--- config.mk ---
export PLATFORM = sky130hd
export DESIGN_NAME = uart_irq_ctrl
export DESIGN_NICKNAME = d
export VERILOG_FILES = /design/src/rtl/irq_ctrl_pkg.sv /design/src/rtl/irq_en_reg.sv /design/src/rtl/irq_txe_flag.sv /design/src/rtl/irq_prio_enc.sv /design/src/rtl/uart_irq_ctrl.sv
export SDC_FILE = /design/constraint.sdc
export NUM_CORES = 1
export LEC_CHECK = 0
export BUFFER_PORTS_ARGS = -buffer_cell sky130_fd_sc_hd__clkbuf_2
export CAP_MARGIN = 10
export CORE_AREA = 2 2 39 41
export CTS_CLUSTER_SIZE = 40
export DETAILED_ROUTE_END_ITERATION = 12
export DIE_AREA = 0 0 41 43
export GPL_ROUTABILITY_DRIVEN = 0
export PLACE_DENSITY_LB_ADDON = 0.15
export RECOVER_POWER = 25
export SETUP_SLACK_MARGIN = 0.2
export SLEW_MARGIN = 30
export SYNTH_ARGS = -nofsm -noshare
export SYNTH_HDL_FRONTEND = slang
export SYNTH_SLANG_ARGS = --single-unit
--- constraint.sdc ---
create_clock -name clk -period 1 [get_ports clk]
set_input_delay 0.2 -clock clk [delete_from_list [all_inputs] [get_ports clk]]
set_output_delay 0.2 -clock clk [all_outputs]
set_load 0.005 [all_outputs]
--- src/rtl/irq_ctrl_pkg.sv ---
// Package irq_ctrl_pkg
// Holds the source count, the source index map and the cause codes that the
// identification register reports. Index 0 is the most urgent source.
package irq_ctrl_pkg;
    localparam int N_SRC = 5;
    localparam int ID_W  = 3;

    localparam int SRC_ERR = 0;
    localparam int SRC_TRG = 1;
    localparam int SRC_TMO = 2;
    localparam int SRC_TXE = 3;
    localparam int SRC_MDM = 4;

    typedef enum logic [ID_W-1:0] {
        ID_MDM = 3'b000,
        ID_TXE = 3'b001,
        ID_TRG = 3'b010,
        ID_ERR = 3'b011,
        ID_TMO = 3'b110
    } irq_id_e;

    // Maps a source index to the code reported for it.
    function automatic irq_id_e src_code(input int idx);
        case (idx)
            SRC_ERR: return ID_ERR;
            SRC_TRG: return ID_TRG;
            SRC_TMO: return ID_TMO;
            SRC_TXE: return ID_TXE;
            default: return ID_MDM;
        endcase
    endfunction
endpackage

--- src/rtl/irq_en_reg.sv ---
// Module irq_en_reg
// Enable mask register with one bit per interrupt source. It assumes that
// the write strobe is already qualified with the enable address.
module irq_en_reg #(
    parameter int W = 5
) (
    input  logic         clk,
    input  logic         rst_n,
    input  logic         wr_en,
    input  logic [W-1:0] wdata,
    output logic [W-1:0] en_q
);
    // Purpose: clear the mask on reset, otherwise load it on a write.
    always_ff @(posedge clk) begin
        if (!rst_n)     en_q <= '0;
        else if (wr_en) en_q <= wdata;
    end
endmodule

--- src/rtl/irq_txe_flag.sv ---
// Module irq_txe_flag
// Holds the transmit-empty request between a set event and its servicing.
// It assumes that the set and clear inputs are single-cycle strobes. A set
// in the same cycle as a clear wins, so that a fresh event is never lost.
module irq_txe_flag (
    input  logic clk,
    input  logic rst_n,
    input  logic set,
    input  logic clr,
    output logic flag_q
);
    // Purpose: set has priority over clear, and the flag holds otherwise.
    always_ff @(posedge clk) begin
        if (!rst_n)   flag_q <= 1'b0;
        else if (set) flag_q <= 1'b1;
        else if (clr) flag_q <= 1'b0;
    end
endmodule

--- src/rtl/irq_prio_enc.sv ---
// Module irq_prio_enc
// Gates the requests with the enable mask and picks the lowest-index
// (most urgent) active source. It reports the source's code, or a set
// none-pending flag when no enabled request is active. Purely combinational.
module irq_prio_enc
    import irq_ctrl_pkg::*;
#(
    parameter int N = N_SRC
) (
    input  logic [N-1:0]    req,
    input  logic [N-1:0]    en,
    output logic            none_pend,
    output logic [ID_W-1:0] id_code
);
    logic [N-1:0] gated;

    // Purpose: mask the requests and choose the winner. The loop runs from the
    // least urgent source upward, so the most urgent active source is written last.
    always_comb begin
        gated     = req & en;
        none_pend = 1'b1;
        id_code   = ID_MDM;
        for (int i = N - 1; i >= 0; i--) begin
            if (gated[i]) begin
                none_pend = 1'b0;
                id_code   = src_code(i);
            end
        end
    end
endmodule

--- src/rtl/uart_irq_ctrl.sv ---
// Module uart_irq_ctrl
// Top level of the interrupt controller. It collects the level requests from
// the receive and modem logic and the transmit-empty event, then masks and
// arbitrates them. It exposes the enable and identification registers through
// a one-address-bit register port. It assumes that the level sources are
// cleared by their own logic and that all inputs are synchronous to clk.
module uart_irq_ctrl
    import irq_ctrl_pkg::*;
#(
    parameter int DATA_W = 8
) (
    input  logic              clk,
    input  logic              rst_n,
    input  logic              line_err,
    input  logic              rx_trig,
    input  logic              rx_tmo,
    input  logic              modem_chg,
    input  logic              tx_empty_set,
    input  logic              tx_data_wr,
    input  logic              reg_wr,
    input  logic              reg_rd,
    input  logic              reg_addr,
    input  logic [N_SRC-1:0]  reg_wdata,
    output logic [DATA_W-1:0] reg_rdata,
    output logic              irq
);
    localparam logic ADDR_EN = 1'b0;
    localparam logic ADDR_ID = 1'b1;
    localparam int   ID_PAD  = DATA_W - ID_W - 1;
    localparam int   EN_PAD  = DATA_W - N_SRC;

    logic [N_SRC-1:0] en_q;
    logic [N_SRC-1:0] req_vec;
    logic             txe_q;
    logic             txe_clr;
    logic             none_pend;
    logic [ID_W-1:0]  id_code;

    irq_en_reg #(.W(N_SRC)) u_en (
        .clk   (clk),
        .rst_n (rst_n),
        .wr_en (reg_wr && (reg_addr == ADDR_EN)),
        .wdata (reg_wdata),
        .en_q  (en_q)
    );

    // Purpose: a read that reports transmit empty services it, as does new transmit data.
    always_comb begin
        txe_clr = tx_data_wr ||
                  (reg_rd && (reg_addr == ADDR_ID) && !none_pend && (id_code == ID_TXE));
    end

    irq_txe_flag u_txe (
        .clk    (clk),
        .rst_n  (rst_n),
        .set    (tx_empty_set),
        .clr    (txe_clr),
        .flag_q (txe_q)
    );

    // Purpose: place each request at its priority index.
    always_comb begin
        req_vec          = '0;
        req_vec[SRC_ERR] = line_err;
        req_vec[SRC_TRG] = rx_trig;
        req_vec[SRC_TMO] = rx_tmo;
        req_vec[SRC_TXE] = txe_q;
        req_vec[SRC_MDM] = modem_chg;
    end

    irq_prio_enc #(.N(N_SRC)) u_enc (
        .req       (req_vec),
        .en        (en_q),
        .none_pend (none_pend),
        .id_code   (id_code)
    );

    // Purpose: combined interrupt output, any enabled request pending.
    always_comb begin
        irq = |(req_vec & en_q);
    end

    // Purpose: read data mux for the two registers.
    always_comb begin
        if (reg_addr == ADDR_ID) reg_rdata = {{ID_PAD{1'b0}}, id_code, none_pend};
        else                     reg_rdata = {{EN_PAD{1'b0}}, en_q};
    end
endmodule

# After elaboration in Yosys (flattened, before gate mapping)
# Index checks and enable logic that the tools add are counted.
dict set report totals {
  out_inout_bits 9
  regBits 6
  inputBits 16
  word_cells 25
}
dict set report classes {
  mux 12
  bitwise 2
  eq_ne 1
  reduce_logical 8
}
# op count
set op_table {}
lappend op_table {{3-bit 2-to-1 mux} 3}
lappend op_table {{1-bit 2-to-1 mux} 8}
lappend op_table {{5-bit AND} 1}
lappend op_table {{5-bit 2-to-1 mux} 1}
lappend op_table {{5-bit OR reduction} 1}
lappend op_table {{1-bit logical AND} 4}
lappend op_table {{3-bit by 1-bit == test with 1-bit output, second input constant} 1}
lappend op_table {{2-bit nonzero test} 1}
lappend op_table {{1-bit zero test} 1}
lappend op_table {{1-bit logical OR} 1}
lappend op_table {{1-bit inverter} 1}

# Longest topological paths before layout
dict set report depth {
  ltp_word 12
  depth_mapped 5
}

# Modules after synthesis
# A second synthesis with hierarchy kept.
dict set report unflattened {
  cells_unflattened 43
  area_unflattened_um2 427.9
}
# mod n_inst area_per_inst_um2 seq_area_each_um2 cells_each
set modules_own_cells {}
lappend modules_own_cells {irq_en_reg 1 192.7 100.1 16}
lappend modules_own_cells {uart_irq_ctrl 1 135.1 0.0 16}
lappend modules_own_cells {irq_prio_enc 1 58.8 0.0 8}
lappend modules_own_cells {irq_txe_flag 1 41.3 20.0 3}

# Least setup slack after synthesis
# OpenSTA, ideal clock, no wires.
dict set report synth_timing {
  path_kind {register -> output}
  from {reg u_en.en_q[1]}
  to {out reg_rdata[1]}
  n_path_buf 0
  arrival_ns 0.800
  slack_ns 0.000
  stages_incl_launch_ff 4
  t_required_ns 0.800
  cell_sequence {dfxtp_1 -> a22oi_2 -> nand3_1 -> a31oi_1}
}
dict set report synth_between {
  elab_chain_len 4
}
# element line
set synth_rtl {}
lappend synth_rtl {{start, declared} irq_en_reg.sv:11} ;# output logic [W-1:0] en_q
lappend synth_rtl {{start signal, assigned} irq_en_reg.sv:16} ;# else if (wr_en) en_q <= wdata;
lappend synth_rtl {{5-bit AND} irq_prio_enc.sv:20} ;# gated = req & en;
lappend synth_rtl {{3-bit 2-to-1 mux (2 in series)} irq_prio_enc.sv:24} ;# if (gated[i]) begin
lappend synth_rtl {{5-bit 2-to-1 mux *} uart_irq_ctrl.sv:85} ;# if (reg_addr == ADDR_ID) reg_rdata = {{ID_PAD{1'b0}}, id_code, none_pend};
lappend synth_rtl {{end, declared} uart_irq_ctrl.sv:24} ;# output logic [DATA_W-1:0] reg_rdata,
# Every way passes the cells marked *; elsewhere a longest branch is shown, timed or not.

# Final worst setup path
# Ends and elaborated chain as after synthesis.

==> impl_metrics.py <==
metrics = {
    "outcome": {
        "status": "complete, but fails checks",
        "violations": "setup timing",
    },
    "drt": {
        "remaining_drc_errors": 0,
        "detail-route-antenna-nets": 0,
        "dr.pass1.iters": 4,
        "drtIter0Drc": 3,
        "viasPerCell": 4.59,
        "wirelength_um": 1050,
        "wire_per_inst_um": 11.6,
        "num_vias": 413,
    },
    "floorplanning": {
        "start_util_pct": 28.7,
        "ioPinCount": 25,
        "rows": 14,
        "fp.coreArea_sq_um": 1380,
        "die_h_um": 43,
        "dieArea_sq_um": 1760,
        "die_w_um": 41,
    },
    "timing": {
        "tns_ns": -1.90,
        "finalCriticalPeriod_ns": 1.38,
        "fin_worst_skew_ns": 0.000705,
        "period_share_pct": 138,
        "hold_viol_final": 0,
        "slew_violations": 0,
        "fmax_mhz": 727,
        "finalSetupViolations": 7,
        "rsz0062_at_grt": "true",
        "layout_setup_ws_ns": -0.376,
    },
    "clock_tree": {
        "cts.sinks": 6,
        "cts_tree": "done",
        "cts_inserted_buffers": 3,
        "insertion_delay_ns": 0.24,
        "clk_root_buffer_cell": "clkbuf_4",
        "clk_pin_slew_ns": 0.04,
        "cts.path.max_buffers": 2,
        "htreeDepth": 1,
    },
    "synth": {
        "synth_top_area_share_pct": 30.3,
        "yosysWarningCount": 0,
        "seq_area_frac_synth_pct": 30.3,
        "syn_inst": 43,
        "avgSynthCellArea_sq_um": 9.22,
        "yosys.cell_types.count": 21,
        "netlist_top_cells_area": "dfxtp_1 (30%), mux2i_1 (13%), nor2b_1 (9.5%)",
        "syn-cell-area_sq_um": 397,
        "ys_ff_latch": 6,
        "yosysTopAreaCell": "dfxtp_1",
    },
    "layout": {
        "nets": 92,
        "fillers": 144,
        "mostFrequentLayoutCells": "clkbuf_2 (17), nor2b_1 (6), mux2i_1 (5), buf_4 (5), buf_6 (5)",
        "diodes": 0,
        "mostFrequentLayoutCell": "clkbuf_2",
        "multiInputGateArea_sq_um": 248,
        "regArea_sq_um": 124,
        "fin_util_pct": 44.8,
        "final_cell_area_sq_um": 621,
        "layout.cells.non_filler": 90,
        "drive_gt1_share_pct": 62.2,
        "area_delta_synth_final_pct": 56.5,
    },
    "placed_design": {
        "hpwl_um": 776,
        "pre_cts_slack_ns": -0.111,
        "dp.cells": 82,
        "placed_area_sq_um": 532,
        "io_buffers": 21,
    },
    "grt": {
        "grt_pass1_wl_um": 1500,
        "antenna_found_initial": 0,
        "grt_max_degree": 10,
        "grt_use_total_pct": 13.1,
        "grt_pass1_vias": 368,
        "grt_overflow": 0,
    },
    "power": {
        "vdd_drop_max_mv": 0.465,
        "pwr-share-clk_pct": 33.7,
        "power_frac_seq_pct": 39.8,
        "p_comb_share_pct": 26.5,
        "switching_share_pct": 25.5,
        "intPower_mw": 0.491,
        "p_leak_nw": 0.301,
        "p_sw_mw": 0.168,
        "power_density_nw_per_um2": 1060,
    },
    "worst_setup_path": {
        "crit_path_start_kind": "flip-flop",
        "critical_path_required_ns": 0.80,
        "cp-end-kind": "output port",
        "r2r_slack_ns": -0.03,
        "reg2regPathDepth": 3,
        "path_class": "reg -> out",
        "path_max_fanout": 3,
        "critical_path_arrival_ns": 1.18,
    },
    "job": {
        "max_cap_violations": 0,
    },
    "min_path": {
        "holdCritPathClass": "in -> reg",
        "hold_depth": 3,
    },
}
-- final cells by class --
cell class              count  share of cell area [%]
clock buffers               3                    3.63
inverters                   2                    1.21
multi-input cells          32                    39.9
flip-flops and latches      6                    20.0
well taps                  16                    3.23
repair buffers             31                    32.1
-- Yosys cell counts --
library cell,instances
a22o_1,1
a22oi_2,1
a31oi_1,1
and2b_2,1
buf_4,3
buf_6,2
conb_1,1
dfxtp_1,6
inv_1,2
mux2i_1,5
nand2_1,3
nand3_1,2
nand3_2,1
nand3b_1,1
nand4b_1,1
nor2_1,1
nor2b_1,6
nor2b_4,1
o21a_1,1
o221a_2,1
o22ai_1,2
-- cells by family (layout without fill, tap and decap cells) --
group | Yosys count | after routing | synth area share, %
and+or+nand+nor | 17 | 17 | 28.1
other | 1 | 3 | 0.945
muxes | 5 | 5 | 12.6
AOI/OAI and AO/OA | 7 | 7 | 14.8
DFF | 6 | 6 | 30.3
buffers and inverters | 7 | 36 | 13.2
-- state kept, by name, indices dropped and copies added (netlist names) --
signal / flops
u_en.en_q: 5
u_txe.flag_q: 1
-- critical path, stage by stage (launching register included) --
cell and delay [ns]:
dfxtp_2 0.31, a22oi_2 0.22, nand3_1 0.12, a31oi_1 0.15, buf_2 0.14
-- final timing paths --
path / start / endpoint
max: u_en.en_q[1] / reg_rdata[1]
min reg2reg: u_en.en_q[0] / u_en.en_q[0]
min: reg_wdata[4] / u_en.en_q[4]
max reg2reg: u_en.en_q[1] / u_txe.flag_q
-- stage by stage --
stage          hold slack, ns  total power, mW
6_report                0.211            0.659
5_1_grt                 0.236            0.696
4_1_cts                 0.210            0.653
3_5_place_dp            0.465            0.416
3_3_place_gp            0.464            0.416
2_1_floorplan           0.328            0.360
-- metal layers --
layer	global-route usage, %	wire length (um)	vias to the layer above
li1	-	-	210
met1	16.9	453	183
met2	18.8	506	18
met3	3.14	76	2
met4	8.00	12	0
met5	0	0	-
-- timing repair --
| item | 4_1_cts | 5_1_grt |
|---|---|---|
| endpoints found under the setup margin | 7 | 12 |
| setup buffers | 3 | 2 |
| hold buffers | 0 | 0 |
| pin swaps | 2 | 3 |
| resized for setup | 5 | 9 |
-- power groups by stage --
stage	logic, mW	clock network [mW]	registers [mW]
global placement	0.150	0	0.267
global route	0.195	0.239	0.263
CTS	0.164	0.227	0.263
detailed placement	0.150	0	0.267
floorplan	0.0934	0	0.267
finish	0.175	0.222	0.262
Note: power is estimated with default switching activity, not from simulation.
